[config.mk]
export PLATFORM = sky130hd
export DESIGN_NAME = muldiv_coproc
export DESIGN_NICKNAME = d
export VERILOG_FILES = /design/src/rtl/mdu_pkg.sv /design/src/rtl/mdu_mul_step.sv /design/src/rtl/mdu_div_step.sv /design/src/rtl/mdu_acc_sat.sv /design/src/rtl/muldiv_coproc.sv
export SDC_FILE = /design/constraint.sdc
export NUM_CORES = 2
export LEC_CHECK = 0
export BUFFER_PORTS_ARGS = -buffer_cell sky130_fd_sc_hd__buf_2
export CAP_MARGIN = 20
export CORE_UTILIZATION = 40
export CTS_CLUSTER_SIZE = 12
export DETAILED_ROUTE_END_ITERATION = 8
export MAX_ROUTING_LAYER = met4
export SYNTH_ARGS = -nofsm -noshare
export SYNTH_HDL_FRONTEND = slang
export SYNTH_SLANG_ARGS = --single-unit
[constraint.sdc]
create_clock -name clk -period 20.6 [get_ports clk]
set_input_delay 1.03 -clock clk [delete_from_list [all_inputs] [get_ports clk]]
set_output_delay 1.03 -clock clk [all_outputs]
set_load 0.02 [all_outputs]
[src/rtl/mdu_pkg.sv]
package mdu_pkg;

    localparam int DW = 32;
    localparam int HW = 16;

    localparam int LAT_MUL  = 4;
    localparam int LAT_DIVH = 8;
    localparam int LAT_DIVW = 16;

    localparam int MUL_DIGIT = HW / LAT_MUL;
    localparam int DIVH_BITS = DW / LAT_DIVH;
    localparam int DIVW_BITS = DW / LAT_DIVW;
    localparam int CW        = $clog2(LAT_DIVW + 1);

    typedef enum logic [2:0] {
        OP_MUL  = 3'd0,
        OP_DIVH = 3'd1,
        OP_DIVW = 3'd2,
        OP_MACW = 3'd3,
        OP_MACS = 3'd4
    } op_e;

    typedef struct packed {
        logic          busy;
        logic          done;
        logic [CW-1:0] cnt;
        op_e           op;
        logic          sgn;
        logic          neg_q;
        logic          neg_r;
        logic          divz;
        logic [DW:0]   work;
        logic [DW-1:0] aux;
        logic [DW-1:0] sh;
        logic [DW-1:0] keep;
        logic [DW-1:0] res_lo;
        logic [DW-1:0] res_hi;
        logic          ovf;
        logic          dzf;
    } mdu_state_t;

    function automatic logic [CW-1:0] lat_of(input op_e op);
        case (op)
            OP_DIVH: return CW'(LAT_DIVH);
            OP_DIVW: return CW'(LAT_DIVW);
            default: return CW'(LAT_MUL);
        endcase
    endfunction

    function automatic logic [HW-1:0] mag_h(input logic [HW-1:0] v, input logic s);
        return (s && v[HW-1]) ? (~v + 1'b1) : v;
    endfunction

    function automatic logic [DW-1:0] mag_w(input logic [DW-1:0] v, input logic s);
        return (s && v[DW-1]) ? (~v + 1'b1) : v;
    endfunction

    function automatic logic [DW-1:0] ext_h(input logic [HW-1:0] v, input logic s);
        return s ? {{(DW-HW){v[HW-1]}}, v} : {{(DW-HW){1'b0}}, v};
    endfunction

endpackage

[src/rtl/mdu_mul_step.sv]
module mdu_mul_step #(
    parameter int W   = 32,
    parameter int NIB = 4
) (
    input  logic [W-1:0]   acc_i,
    input  logic [W-1:0]   mcand_i,
    input  logic [NIB-1:0] digit_i,
    output logic [W-1:0]   acc_o
);
    always_comb begin
        acc_o = acc_i;
        for (int k = 0; k < NIB; k++) begin
            if (digit_i[k]) begin
                acc_o = acc_o + (mcand_i << k);
            end
        end
    end
endmodule

[src/rtl/mdu_div_step.sv]
module mdu_div_step #(
    parameter int W    = 32,
    parameter int BITS = 2
) (
    input  logic [W:0]   rem_i,
    input  logic [W-1:0] dvd_i,
    input  logic [W-1:0] dsr_i,
    output logic [W:0]   rem_o,
    output logic [W-1:0] dvd_o
);
    always_comb begin
        rem_o = rem_i;
        dvd_o = dvd_i;
        for (int k = 0; k < BITS; k++) begin
            rem_o = {rem_o[W-1:0], dvd_o[W-1]};
            dvd_o = {dvd_o[W-2:0], 1'b0};
            if (rem_o >= {1'b0, dsr_i}) begin
                rem_o    = rem_o - {1'b0, dsr_i};
                dvd_o[0] = 1'b1;
            end
        end
    end
endmodule

[src/rtl/mdu_acc_sat.sv]
module mdu_acc_sat #(
    parameter int W = 32
) (
    input  logic         sgn_i,
    input  logic         sat_i,
    input  logic [W-1:0] acc_i,
    input  logic [W-1:0] prod_i,
    output logic [W-1:0] sum_o,
    output logic         ovf_o
);
    logic [W:0] sum_ext;
    logic       pos_ovf;
    logic       neg_ovf;

    always_comb begin
        if (sgn_i) begin
            sum_ext = {acc_i[W-1], acc_i} + {prod_i[W-1], prod_i};
            pos_ovf = !sum_ext[W] && sum_ext[W-1];
            neg_ovf = sum_ext[W] && !sum_ext[W-1];
        end else begin
            sum_ext = {1'b0, acc_i} + {1'b0, prod_i};
            pos_ovf = sum_ext[W];
            neg_ovf = 1'b0;
        end
        ovf_o = pos_ovf || neg_ovf;
        sum_o = sum_ext[W-1:0];
        if (sat_i && ovf_o) begin
            if (!sgn_i)      sum_o = '1;
            else if (pos_ovf) sum_o = {1'b0, {(W-1){1'b1}}};
            else             sum_o = {1'b1, {(W-1){1'b0}}};
        end
    end
endmodule

[src/rtl/muldiv_coproc.sv]
module muldiv_coproc
    import mdu_pkg::*;
(
    input  logic        clk,
    input  logic        rst_n,
    input  logic        start,
    input  logic [2:0]  op_sel,
    input  logic        signed_mode,
    input  logic [31:0] opnd_a,
    input  logic [31:0] opnd_b,
    input  logic [31:0] acc_in,
    output logic        busy,
    output logic        done,
    output logic [31:0] result_lo,
    output logic [31:0] result_hi,
    output logic        ovf_flag,
    output logic        divz_flag
);
    mdu_state_t s_q, s_d;

    logic          accept;
    op_e           op_in;
    logic [HW-1:0] am_h, bm_h;
    logic [DW-1:0] dsr_in;
    logic [DW-1:0] mul_acc;
    logic [DW-1:0] prod_fin;
    logic [DW:0]   remh, remw, rem_sel;
    logic [DW-1:0] dvdh, dvdw, dvd_sel;
    logic [DW-1:0] mac_sum;
    logic          mac_ovf;

    assign op_in  = op_e'(op_sel);
    assign accept = start && !s_q.busy && (op_sel <= 3'd4);

    mdu_mul_step #(.W(DW), .NIB(MUL_DIGIT)) u_mul (
        .acc_i   (s_q.work[DW-1:0]),
        .mcand_i (s_q.aux),
        .digit_i (s_q.sh[MUL_DIGIT-1:0]),
        .acc_o   (mul_acc)
    );

    assign prod_fin = s_q.neg_q ? (~mul_acc + 1'b1) : mul_acc;

    mdu_div_step #(.W(DW), .BITS(DIVH_BITS)) u_divh (
        .rem_i (s_q.work),
        .dvd_i (s_q.aux),
        .dsr_i (s_q.sh),
        .rem_o (remh),
        .dvd_o (dvdh)
    );

    mdu_div_step #(.W(DW), .BITS(DIVW_BITS)) u_divw (
        .rem_i (s_q.work),
        .dvd_i (s_q.aux),
        .dsr_i (s_q.sh),
        .rem_o (remw),
        .dvd_o (dvdw)
    );

    assign rem_sel = (s_q.op == OP_DIVH) ? remh : remw;
    assign dvd_sel = (s_q.op == OP_DIVH) ? dvdh : dvdw;

    mdu_acc_sat #(.W(DW)) u_sat (
        .sgn_i  (s_q.sgn),
        .sat_i  (s_q.op == OP_MACS),
        .acc_i  (s_q.keep),
        .prod_i (prod_fin),
        .sum_o  (mac_sum),
        .ovf_o  (mac_ovf)
    );

    always_comb begin
        s_d      = s_q;
        s_d.done = 1'b0;
        am_h     = mag_h(opnd_a[HW-1:0], signed_mode);
        bm_h     = mag_h(opnd_b[HW-1:0], signed_mode);
        dsr_in   = (op_in == OP_DIVH) ? ext_h(opnd_b[HW-1:0], signed_mode) : opnd_b;

        if (accept) begin
            s_d.busy = 1'b1;
            s_d.cnt  = lat_of(op_in);
            s_d.op   = op_in;
            s_d.sgn  = signed_mode;
            s_d.ovf  = 1'b0;
            s_d.work = '0;
            if (op_in == OP_DIVH || op_in == OP_DIVW) begin
                s_d.aux   = mag_w(opnd_a, signed_mode);
                s_d.sh    = mag_w(dsr_in, signed_mode);
                s_d.neg_q = signed_mode && (opnd_a[DW-1] ^ dsr_in[DW-1]);
                s_d.neg_r = signed_mode && opnd_a[DW-1];
                s_d.divz  = (dsr_in == '0);
                s_d.keep  = opnd_a;
            end else begin
                s_d.aux   = {{(DW-HW){1'b0}}, am_h};
                s_d.sh    = {{(DW-HW){1'b0}}, bm_h};
                s_d.neg_q = signed_mode && (opnd_a[HW-1] ^ opnd_b[HW-1]);
                s_d.neg_r = 1'b0;
                s_d.divz  = 1'b0;
                s_d.keep  = acc_in;
            end
        end else if (s_q.busy) begin
            s_d.cnt = s_q.cnt - 1'b1;
            if (s_q.op == OP_DIVH || s_q.op == OP_DIVW) begin
                s_d.work = rem_sel;
                s_d.aux  = dvd_sel;
            end else begin
                s_d.work = {1'b0, mul_acc};
                s_d.aux  = s_q.aux << MUL_DIGIT;
                s_d.sh   = s_q.sh >> MUL_DIGIT;
            end
            if (s_q.cnt == CW'(1)) begin
                s_d.busy = 1'b0;
                s_d.done = 1'b1;
                case (s_q.op)
                    OP_MUL: begin
                        s_d.res_lo = prod_fin;
                        s_d.res_hi = '0;
                    end
                    OP_MACW, OP_MACS: begin
                        s_d.res_lo = mac_sum;
                        s_d.res_hi = '0;
                        s_d.ovf    = mac_ovf;
                    end
                    default: begin
                        if (s_q.divz) begin
                            s_d.res_lo = '1;
                            s_d.res_hi = s_q.keep;
                            s_d.dzf    = 1'b1;
                        end else begin
                            s_d.res_lo = s_q.neg_q ? (~dvd_sel + 1'b1) : dvd_sel;
                            s_d.res_hi = s_q.neg_r ? (~rem_sel[DW-1:0] + 1'b1)
                                                   : rem_sel[DW-1:0];
                        end
                    end
                endcase
            end
        end
    end

    always_ff @(posedge clk or negedge rst_n) begin
        if (!rst_n) begin
            s_q <= '0;
        end else begin
            s_q <= s_d;
        end
    end

    assign busy      = s_q.busy;
    assign done      = s_q.done;
    assign result_lo = s_q.res_lo;
    assign result_hi = s_q.res_hi;
    assign ovf_flag  = s_q.ovf;
    assign divz_flag = s_q.dzf;

    // Latency checker: counts edges since acceptance, independent of s_q.cnt.
    logic [CW-1:0] chk_cnt;
    logic [CW-1:0] chk_lat;

    always_ff @(posedge clk or negedge rst_n) begin
        if (!rst_n) begin
            chk_cnt <= '0;
            chk_lat <= '0;
        end else if (accept) begin
            chk_cnt <= '0;
            chk_lat <= (op_in == OP_DIVH) ? CW'(8) : (op_in == OP_DIVW) ? CW'(16) : CW'(4);
        end else if (busy) begin
            chk_cnt <= chk_cnt + 1'b1;
        end
    end

    AST_LATENCY: assert property (@(posedge clk) disable iff (!rst_n)
        done |-> (chk_cnt == chk_lat));
    AST_DONE_PULSE: assert property (@(posedge clk) disable iff (!rst_n)
        done |=> !done);
    AST_DONE_NOT_BUSY: assert property (@(posedge clk) disable iff (!rst_n)
        done |-> !busy);
    AST_RESULT_HOLD: assert property (@(posedge clk) disable iff (!rst_n)
        (busy && $past(busy)) |-> ($stable(result_lo) && $stable(result_hi)));
    AST_START_IGNORED: assert property (@(posedge clk) disable iff (!rst_n)
        (busy && start) |=> (chk_lat == $past(chk_lat)));
    AST_OVF_CLEAR: assert property (@(posedge clk) disable iff (!rst_n)
        $rose(busy) |-> !ovf_flag);
    AST_DZ_STICKY: assert property (@(posedge clk) disable iff (!rst_n)
        $past(divz_flag) |-> divz_flag);
    AST_DZ_QUOT: assert property (@(posedge clk) disable iff (!rst_n)
        (done && s_q.divz) |-> ((result_lo == '1) && divz_flag));
    AST_SAT_CLAMP: assert property (@(posedge clk) disable iff (!rst_n)
        (done && ovf_flag && s_q.op == OP_MACS) |->
        (s_q.sgn ? (result_lo == 32'h7FFF_FFFF || result_lo == 32'h8000_0000)
                 : (result_lo == 32'hFFFF_FFFF)));

endmodule

==> results by group <==
Outcome
  • Outcome: completed

Timing
  • Pin slew with the least headroom to its limit: 1.18 ns
  • Slew headroom: 0.202
  • TNS Setup: 0 ns
  • Post-route clock period utilization: 0.815
  • Worst setup margin: between 3 and 4 ns
  • Hold Fails Final Rpt: 0
  • Clk_skew: 0.0394 ns
  • # setup viols final: 0
  • Period minus WS final: 16.79 ns
  • Pins Over Slew Limit: 0
  • RSZ-0062 raised after global routing: false
  • WHS: 0.451 ns
  • Fmax: 59.6 MHz

CTS
  • CTS Buffer Depth: 3
  • Worst skew pair latency: roughly 0.6 ns
  • CTS resizes: 0
  • CTS root buffer: clkbuf_16
  • CTS tree: done
  • CTS H-tree lvls: 1
  • Clk sinks: 208
  • Number of post-CTS setup repair buffers: 0
  • CTS hold repair buffers: 0
  • CTS Buf Count: 26
  • CTS clk-pin slew, worst paths: roughly 0.060 ns

Logic synthesis
  • Post-synthesis sequential area ratio: 0.164
  • Cell count after synthesis: 4251
  • Adder-cell share of the synthesized area: 0.121
  • Flops & latches, synth: 208
  • Simple-gate share of the synthesized area: 0.195
  • Synthesis Warnings: 0
  • Post-Syn Area: 31700 um2
  • Synth Area in Compound Gates: 0.303
  • Syn Area/Cell: 7.45 um2
  • Ys async rst share: 1.00
  • Combinational family with the most area after synthesis: compound AO/OA/AOI/OAI gates
  • Most used DFF post-synth: dfrtp_1
  • Share of the synthesized netlist area taken by xor and xnor gates: 0.0984
  • Syn nets: 4654
  • Post-synth cell types: between 90 and 100
  • Post-synthesis mux area share: 0.0605
  • Post-synth EDFFs: 0

Worst setup path
  • CP endpoint kind: register
  • Slowest-stage cell, CP: a2111oi_2
  • Required time of the critical path: between 20 and 25 ns
  • WS Path Type: register to register
  • Worst path max stage delay: 0.60 ns
  • Crit path from: s_q[99]
  • Worst Setup Start Kind: register
  • Critical Path AT: approximately 17 ns
  • Reg2Reg Depth: between 50 and 60
  • Most used cell, CP: o21ai_0
  • Worst reg2reg startpoint: s_q[99]
  • CP Max Fanout: 48

Cells and area
  • Most frequent cells in the layout: 492 x nand2_1, 430 x o21ai_0, 305 x a21oi_1
  • Final Cell Area: 34000 um2
  • Most common cell after layout, fill and taps aside: nand2_1
  • Area Overhead vs Synth: 7.36%
  • Layout Nets: 4666
  • Share of layout cells above drive strength 1: 0.107

Detailed routing
  • DRT antenna net count: 0
  • DR pass1 iterations: 6
  • Drt total wl: around 130000 um
  • Via count: 33243
  • Wire per inst: ~25 um
  • # DRC: 0
  • Avg Vias per Cell: 6.25
  • DRT iter0 DRCs: between 3000 and 4000

GRT
  • Initial antenna violation count: 4
  • GRT Overall Usage: 0.323
  • Largest net degree at the start of global routing: 100
  • First-pass GRT wire length: between 150000 and 200000 um
  • Overflow after GRT: 0
  • Vias in the first global route: 30111

Worst hold path
  • HP Class: primary input to async pin

Die
  • FP Rows: 102
  • Die Span Y: ~280 um
  • Full die area: 80300 um2
  • Starting Density: 0.406
  • CORE AREA: 78000 um2
  • Chip width: 283 um
  • Top Ports: about 170

Placed design
  • Cell Area, Placed: between 30000 and 40000 um2
  • IO Port Bufs: 170
  • Place WS: 4.04 ns
  • DP HPWL: 105000 um
  • Final Wtd Congestion: ~1.0

Run
  • Max-cap viol count: 0
-- registers in the layout, summed over array words and instances, names as in the netlist --
register   count
ovf_flag       1
divz_flag      1
busy           1
result_lo     32
result_hi     32
done           1
s_q          140
-- layout make-up --
type                       instances  area (um2)
antenna                            4        10.0
clock buffer                      37         752
clock inverter                     7         106
fill                            8010       44000
inverter                         161         604
multi-input combinational       3632       24700
sequential                       208        5210
tap                             1040        1300
timing repair buffer             234        1350
-- logic make-up after synthesis --
kind of cell / count (synthesis)
AO/OA/AOI/OAI: 1489
AND/OR/NAND/NOR: 1308
buffers and inverters: 411
XOR/XNOR: 356
adder cells (fa/ha/maj): 300
flip-flops: 208
multiplexers: 179
-- per-layer routing --
metal,wire length [um],GRT usage,share of wire,vias to the layer above
met3,11200,0.0367,0.085,170
met4,4460,0.101,0.034,0
li1,-,-,-,15644
met2,55700,0.474,0.42,1511
met5,0,-,0,-
met1,60100,0.460,0.46,15918
-- worst max-delay path: cells and delay by family (launching register included) --
| family | cells | cell delay [ns] |
|---|---|---|
| compound gates | 28 | 8.26 |
| simple gates | 13 | 3.63 |
| buf+inv | 7 | 1.77 |
| fa+ha+maj | 5 | 1.61 |
| mux | 2 | 0.84 |
| flops | 1 | 0.35 |
| xor+xnor | 1 | 0.17 |
-- final timing paths --
check / endpoint / slack (ns)
worst min-delay path: s_q[204] / 0.45
min in group clk: result_lo[12] / 0.47
worst max-delay path: result_lo[22] / 3.81
max in group asynchronous: busy / 18.61
worst min register to register: result_lo[12] / 0.47
worst max register to register: result_lo[22] / 3.81
-- Yosys cell counts, drive strengths merged, types with 40 or more instances --
| master | instances | area share |
|---|---|---|
| nor2 | 297 | 0.035 |
| nand2b | 55 | 0.011 |
| nand2 | 496 | 0.059 |
| a21o | 118 | 0.028 |
| xor2 | 160 | 0.044 |
| nand3 | 74 | 0.012 |
| clkbuf | 145 | 0.017 |
| buf | 105 | 0.022 |
| o31ai | 52 | 0.013 |
| a22oi | 43 | 0.010 |
| a31oi | 94 | 0.019 |
| o211ai | 70 | 0.017 |
| ha | 291 | 0.11 |
| a21oi | 310 | 0.049 |
| o21ai | 440 | 0.070 |
| mux2 | 77 | 0.028 |
| nor3 | 96 | 0.015 |
| o21a | 53 | 0.013 |
| dfrtp | 208 | 0.16 |
| xnor2 | 196 | 0.054 |
| mux2i | 102 | 0.032 |
| inv | 159 | 0.019 |
| a211oi | 40 | 0.010 |
-- through the flow --
stage	cells	util
detailed placement	5275	0.425
global route	5322	0.436
global placement	5274	0.425
floorplan	4251	-
CTS	5319	0.436
finish	5323	0.436
Power is left out: the tool's default activity adds up to more than one toggle a clock period on the data nets, which glitch-free logic cannot reach.
